[config.mk]
export PLATFORM = sky130hd
export DESIGN_NAME = tpc_port
export DESIGN_NICKNAME = d
export VERILOG_FILES = /design/src/rtl/tpc_pkg.sv /design/src/rtl/tpc_edge_sync.sv /design/src/rtl/tpc_oc_unit.sv /design/src/rtl/tpc_pin_mux.sv /design/src/rtl/tpc_port.sv
export SDC_FILE = /design/constraint.sdc
export NUM_CORES = 1
export LEC_CHECK = 0
export ABC_CLOCK_PERIOD_IN_PS = 1760
export BUFFER_PORTS_ARGS = -buffer_cell sky130_fd_sc_hd__buf_2
export CORE_MARGIN = 10
export CORE_UTILIZATION = 44
export CTS_BUF_LIST = sky130_fd_sc_hd__clkbuf_2 sky130_fd_sc_hd__clkbuf_4 sky130_fd_sc_hd__clkbuf_8
export CTS_CLUSTER_SIZE = 40
export DETAILED_ROUTE_END_ITERATION = 16
export GPL_TIMING_DRIVEN = 0
export PLACE_DENSITY = 0.8
export SLEW_MARGIN = 20
export SYNTH_ARGS = -nofsm -noshare
export SYNTH_HDL_FRONTEND = slang
export SYNTH_SLANG_ARGS = --single-unit
[constraint.sdc]
create_clock -name clk -period 1.76 [get_ports clk]
set_input_delay 0.088 -clock clk [delete_from_list [all_inputs] [get_ports clk]]
set_output_delay 0.088 -clock clk [all_outputs]
set_load 0.005 [all_outputs]
[src/rtl/tpc_pkg.sv]
package tpc_pkg;

  typedef enum logic [1:0] {
    ACT_NONE   = 2'b00,
    ACT_TOGGLE = 2'b01,
    ACT_LOW    = 2'b10,
    ACT_HIGH   = 2'b11
  } act_e;

  // Next compare level for an own match.
  function automatic logic oc_next(input logic [1:0] act, input logic cur);
    case (act_e'(act))
      ACT_TOGGLE: oc_next = ~cur;
      ACT_LOW:    oc_next = 1'b0;
      ACT_HIGH:   oc_next = 1'b1;
      default:    oc_next = cur;
    endcase
  endfunction

  // sel[0] enables rising, sel[1] enables falling.
  function automatic logic edge_match(input logic [1:0] sel, input logic now,
                                      input logic was);
    edge_match = (sel[0] & now & ~was) | (sel[1] & ~now & was);
  endfunction

  // Set has precedence over clear.
  function automatic logic flag_next(input logic cur, input logic clr,
                                     input logic set);
    flag_next = set | (cur & ~clr);
  endfunction

endpackage

[src/rtl/tpc_edge_sync.sv]
module tpc_edge_sync (
  input  logic       clk,
  input  logic       rst_n,
  input  logic       level_i,
  input  logic [1:0] sel_i,
  output logic       hit_o
);
  import tpc_pkg::*;

  logic meta_q, sync_q, prev_q;

  always_ff @(posedge clk or negedge rst_n) begin
    if (!rst_n) begin
      meta_q <= 1'b0;
      sync_q <= 1'b0;
      prev_q <= 1'b0;
    end else begin
      meta_q <= level_i;
      sync_q <= meta_q;
      prev_q <= sync_q;
    end
  end

  assign hit_o = edge_match(sel_i, sync_q, prev_q);

endmodule

[src/rtl/tpc_oc_unit.sv]
module tpc_oc_unit (
  input  logic       clk,
  input  logic       rst_n,
  input  logic       hit_i,
  input  logic [1:0] act_i,
  input  logic       force_i,
  input  logic       force_val_i,
  output logic       oc_o
);
  import tpc_pkg::*;

  logic oc_q;

  always_ff @(posedge clk or negedge rst_n) begin
    if (!rst_n)       oc_q <= 1'b0;
    else if (force_i) oc_q <= force_val_i;
    else if (hit_i)   oc_q <= oc_next(act_i, oc_q);
  end

  assign oc_o = oc_q;

  // the override beats the own action in the same cycle
  assert_ovr_wins_R8: assert property (@(posedge clk) disable iff (!rst_n)
    (force_i && hit_i) |=> (oc_o == $past(force_val_i)));

  // a toggle match flips the level
  assert_toggle_R6: assert property (@(posedge clk) disable iff (!rst_n)
    (hit_i && !force_i && act_i == 2'b01) |=> (oc_o != $past(oc_o)));

  // with no event the level holds
  assert_hold_R6: assert property (@(posedge clk) disable iff (!rst_n)
    (!hit_i && !force_i) |=> $stable(oc_o));

endmodule

[src/rtl/tpc_pin_mux.sv]
module tpc_pin_mux (
  input  logic       tmr_en_i,
  input  logic       is_cmp_i,
  input  logic [1:0] act_i,
  input  logic       mask_i,
  input  logic       dir_i,
  input  logic       dlatch_i,
  input  logic       oc_i,
  output logic       oe_o,
  output logic       out_o
);
  logic timer_owns;

  // Ownership priority: enable, then mode, then action or mask, then direction.
  always_comb begin
    timer_owns = 1'b0;
    if (tmr_en_i && is_cmp_i)
      timer_owns = (act_i != 2'b00) || mask_i;
  end

  assign oe_o  = timer_owns | dir_i;
  assign out_o = timer_owns ? oc_i : dlatch_i;

endmodule

[src/rtl/tpc_port.sv]
module tpc_port #(
  parameter int NCH = 4,
  parameter int CW  = 16
) (
  input  logic              clk,
  input  logic              rst_n,
  input  logic              tmr_en,
  input  logic [CW-1:0]     cnt_val,
  input  logic [NCH-1:0]    dir,
  input  logic [NCH-1:0]    dlatch,
  input  logic [NCH-1:0]    is_cmp,
  input  logic [2*NCH-1:0]  edge_sel,
  input  logic [2*NCH-1:0]  act_sel,
  input  logic [NCH-1:0]    ovr_mask,
  input  logic [NCH-1:0]    ovr_data,
  input  logic [NCH*CW-1:0] cmp_val,
  input  logic [NCH-1:0]    pin_in,
  input  logic [NCH-1:0]    flag_clr,
  output logic [NCH-1:0]    pin_out,
  output logic [NCH-1:0]    pin_oe,
  output logic [NCH-1:0]    rd_data,
  output logic [NCH-1:0]    flags,
  output logic [NCH*CW-1:0] cap_reg
);
  import tpc_pkg::*;

  localparam int OVR = NCH - 1;

  logic [NCH-1:0] cmp_hit;
  logic [NCH-1:0] edge_hit;
  logic [NCH-1:0] cap_evt;
  logic [NCH-1:0] oc_lvl;
  logic [NCH-1:0] pin_lvl;
  logic [NCH-1:0] ovr_force;
  logic [NCH-1:0] flag_q;
  logic [CW-1:0]  cap_q [NCH];
  logic           ovr_fire;

  assign ovr_fire = cmp_hit[OVR];

  for (genvar i = 0; i < NCH; i++) begin : g_ch
    assign cmp_hit[i]   = tmr_en & is_cmp[i] & (cnt_val == cmp_val[i*CW +: CW]);
    assign ovr_force[i] = ovr_fire & is_cmp[i] & ovr_mask[i];

    tpc_pin_mux u_mux (
      .tmr_en_i (tmr_en),
      .is_cmp_i (is_cmp[i]),
      .act_i    (act_sel[2*i +: 2]),
      .mask_i   (ovr_mask[i]),
      .dir_i    (dir[i]),
      .dlatch_i (dlatch[i]),
      .oc_i     (oc_lvl[i]),
      .oe_o     (pin_oe[i]),
      .out_o    (pin_out[i])
    );

    // Capture observes the level actually on the pin.
    assign pin_lvl[i] = pin_oe[i] ? pin_out[i] : pin_in[i];

    tpc_edge_sync u_sync (
      .clk     (clk),
      .rst_n   (rst_n),
      .level_i (pin_lvl[i]),
      .sel_i   (edge_sel[2*i +: 2]),
      .hit_o   (edge_hit[i])
    );

    assign cap_evt[i] = tmr_en & ~is_cmp[i] & edge_hit[i];

    tpc_oc_unit u_oc (
      .clk         (clk),
      .rst_n       (rst_n),
      .hit_i       (cmp_hit[i]),
      .act_i       (act_sel[2*i +: 2]),
      .force_i     (ovr_force[i]),
      .force_val_i (ovr_data[i]),
      .oc_o        (oc_lvl[i])
    );

    assign rd_data[i]          = dir[i] ? dlatch[i] : pin_in[i];
    assign cap_reg[i*CW +: CW] = cap_q[i];

    // timer off leaves GPIO in control
    assert_off_gpio_R1: assert property (@(posedge clk) disable iff (!rst_n)
      !tmr_en |-> (pin_oe[i] == dir[i] && pin_out[i] == dlatch[i]));

    // capture mode never takes the pin
    assert_capmode_gpio_R2: assert property (@(posedge clk) disable iff (!rst_n)
      (tmr_en && !is_cmp[i]) |-> (pin_oe[i] == dir[i] && pin_out[i] == dlatch[i]));

    // a capture event loads the count and raises the flag
    assert_cap_load_R3: assert property (@(posedge clk) disable iff (!rst_n)
      cap_evt[i] |=> (flag_q[i] && cap_q[i] == $past(cnt_val)));

    // a compare match raises the flag
    assert_cmp_flag_R5: assert property (@(posedge clk) disable iff (!rst_n)
      cmp_hit[i] |=> flag_q[i]);

    // nonzero action in compare mode drives the pin
    assert_owned_R6: assert property (@(posedge clk) disable iff (!rst_n)
      (tmr_en && is_cmp[i] && act_sel[2*i +: 2] != 2'b00) |-> pin_oe[i]);

    // a lone clear empties the flag
    assert_clear_R10: assert property (@(posedge clk) disable iff (!rst_n)
      (flag_clr[i] && !cap_evt[i] && !cmp_hit[i]) |=> !flag_q[i]);
  end

  always_ff @(posedge clk or negedge rst_n) begin
    if (!rst_n) begin
      flag_q <= '0;
      for (int i = 0; i < NCH; i++) cap_q[i] <= '0;
    end else begin
      for (int i = 0; i < NCH; i++) begin
        flag_q[i] <= flag_next(flag_q[i], flag_clr[i], cap_evt[i] | cmp_hit[i]);
        if (cap_evt[i]) cap_q[i] <= cnt_val;
      end
    end
  end

  assign flags = flag_q;

  // with the timer off, flags only fall
  assert_off_flags_R1: assert property (@(posedge clk) disable iff (!rst_n)
    !tmr_en |=> (flags == ($past(flags) & ~$past(flag_clr))));

endmodule

==> impl_metrics.toml <==
[worst_setup_path]
cp.required_ns = 1.99
crit_arrival_ns = 1.94
startpoint_type = "input port"
path_class = "in -> reg"
cp-end-kind = "flip-flop"
crit_fanout = 8

[cells_and_area]
fin_area_um2 = 5810
layout.nets = 703
largest_register_ffs = 64
final_cells = 717
areaGrowthSynthToFinish_pct = 33.5
layout_commonest_cell = "buf_2"
final_cell_mix = "199 x buf_2, 84 x dfrtp_1, 73 x mux2_2"
drive_gt1_share_pct = 55.2

[sta]
post-route-period-util_pct = 96.9
max_freq_ghz = 0.586
finalMaxSlewViolations = 0
tightest_slew_ns = 0.569
rsz0062_at_grt = "false"
fin_skew_ns = 0.00821
finalCriticalPeriod_ns = 1.71
finalHoldViolations = 0
max_slew_margin_pct = 61.6
final-setup-viol-count = 0

[die]
rows = 36
die-area_um2 = 14300
start_util_pct = 44.9
core-area_um2 = 9680
die_height_um = 119
num_io_pins = 207
die_w_um = 119

[routing]
postRouteAntennaNets = 0
drc = 0
vias = 3627
dr_wl_met2_mm = 7.73
drt-total-wl_mm = 15.2
wl_per_cell_um = 21.2
wl_met1_mm = 5.81
top_layer = "met4"
met3_length_mm = 1.29
first_iter_violations = 217
avgViaCountPerCell = 5.06
first_pass_iters = 4

[place]
place_area_um2 = 5490
portBuffers = 190
dp.cells = 689
routabilityCongestion = 0.827
dp_hpwl_mm = 12.1

[synthesis]
synth_ff_type = "dfrtp_1"
synthArstFlopShare_pct = 100
synth-edff-count = 0
ys_ff_latch = 84
avgSynthCellArea_um2 = 11.9
ys_seq_area_share_pct = 48.3
syn_area_um2 = 4350
synthDistinctLibCells = 43
synth.net_count = 492
yosysWarningCount = 0
syn_inst = 365

[power]
powerDensity_nw_per_um2 = 974
ir_drop_uv = 628
p_leak_uw = 0.00287
power_uw = 5660

[global_routing]
gr-total-overflow = 0
antenna_found_initial = 3
grt_max_degree = 44
gr-usage-all-layers_pct = 21.0
grt_pass1_vias = 4199
grt_pass1_wl_mm = 23.4

[worst_hold_path]
hold_path_class = "in -> reg"

[job]
drv_cap = 0

[clock_tree]
clockRootBuffer = "clkbuf_8"
numCtsBuffers = 9
cts.htree.levels = 3
clockBufferDepth = 2
insertion_delay_ns = 0.36
clkSinkCount = 84
cts_tree = "done"
cts.clk_slew.worst_paths_ns = 0.08

[status]
status = "finished, final reports clean"
## metrics by stage
stage          TNS (ns)  setup slack [ns]  hold WS (ns)  util (%)
2_1_floorplan         0            0.0182        -0.208         -
3_3_place_gp     -12.09            -0.292         0.309      56.5
3_5_place_dp     -10.78            -0.326         0.124      56.7
4_1_cts               0            0.0272       0.00114      59.5
5_1_grt               0           0.00378       0.00268      59.9
6_report              0            0.0543        0.0159      60.0
## what timing repair did
action	4_1_cts	5_1_grt
hold buffers	10	0
endpoints found under the setup margin	38	25
gates resized for setup	7	4
setup buffers	0	3
hold endpoints to repair	51	0
## layer usage
metal | vias up | track usage [%]
met4 | 0 | 8.45
met5 | - | 0
met2 | 146 | 37.3
met3 | 25 | 7.46
met1 | 1775 | 22.1
li1 | 1681 | -
## power breakdown
| part | internal [uW] | leakage, uW | switching, uW |
|---|---|---|---|
| logic | 963 | 0.00176 | 740 |
| registers | 2440 | 0.00102 | 261 |
| clock network | 558 | 0.0000923 | 693 |
| total | 3960 | 0.00287 | 1690 |
## Yosys cell counts (2+ instances only)
library cell  instances  area share (%)
buf_4                 9             1.6
xor2_1               30             6.0
nor4_1                6            0.86
inv_1                14             1.2
clkbuf_1              8            0.69
buf_6                 2            0.52
and3b_1               4            0.81
nor2b_1               3            0.43
o22ai_1               4            0.58
dfrtp_1              84              48
nor2_1                5            0.43
nand2b_1              9             1.3
a21oi_1               2            0.23
nand4_1               8             1.2
a31oi_1               2            0.29
nand2_1              14             1.2
a211o_1               2            0.40
mux2_2               73              19
and3_1                5            0.72
xnor2_1              27             5.4
mux2_1                2            0.52
nor3_1                4            0.46
o21ai_0               4            0.46
buf_2                14             1.6
nand3_1               6            0.69
and4_1                2            0.40
o311ai_0              3            0.60
a21o_1                3            0.52
nand3b_1              2            0.35
## final cells by class
cell class                 instances  area [um2]
antenna                            3        7.51
clock inverter                     5        27.5
tap                              133         166
fill                             833        3880
timing repair buffer             204        1100
inverter                          14        52.6
multi-input combinational        234        2020
clock buffer                      11         145
sequential                        84        2100
buffer                            29         193
## critical path, cell delays in order
cell	delay, ns
buf_2	0.23
xnor2_1	0.15
nand3_1	0.15
or4_4	0.55
nor2_4	0.23
and3_1	0.20
mux2_1	0.33
## final timing paths
path                                                 start                               to  slack, ns  depth (start not counted)
max                                             cnt_val[0]    g_ch[0].u_oc.oc_o$_DFFE_PN0P_       0.05                          7
min                                            flag_clr[2]               flags[2]$_DFF_PN0_       0.02                          3
max reg2reg                g_ch[3].u_sync.sync_q$_DFF_PN0_          cap_reg[62]$_DFFE_PN0P_       0.08                          5
min reg2reg                g_ch[3].u_sync.meta_q$_DFF_PN0_  g_ch[3].u_sync.sync_q$_DFF_PN0_       0.35                          0
max in group asynchronous                            rst_n          cap_reg[48]$_DFFE_PN0P_       0.85                          3
min in group asynchronous                            rst_n  g_ch[0].u_sync.sync_q$_DFF_PN0_       0.27                          2
## logic make-up after synthesis
| family | Yosys count | share of synthesized area (%) |
|---|---|---|
| compound gates | 30 | 5.26 |
| xor+xnor | 58 | 11.9 |
| buf+inv | 47 | 5.58 |
| mux | 76 | 19.6 |
| flops | 84 | 48.3 |
| simple gates | 70 | 9.32 |
No activity file was read; power rests on OpenSTA's default activity.
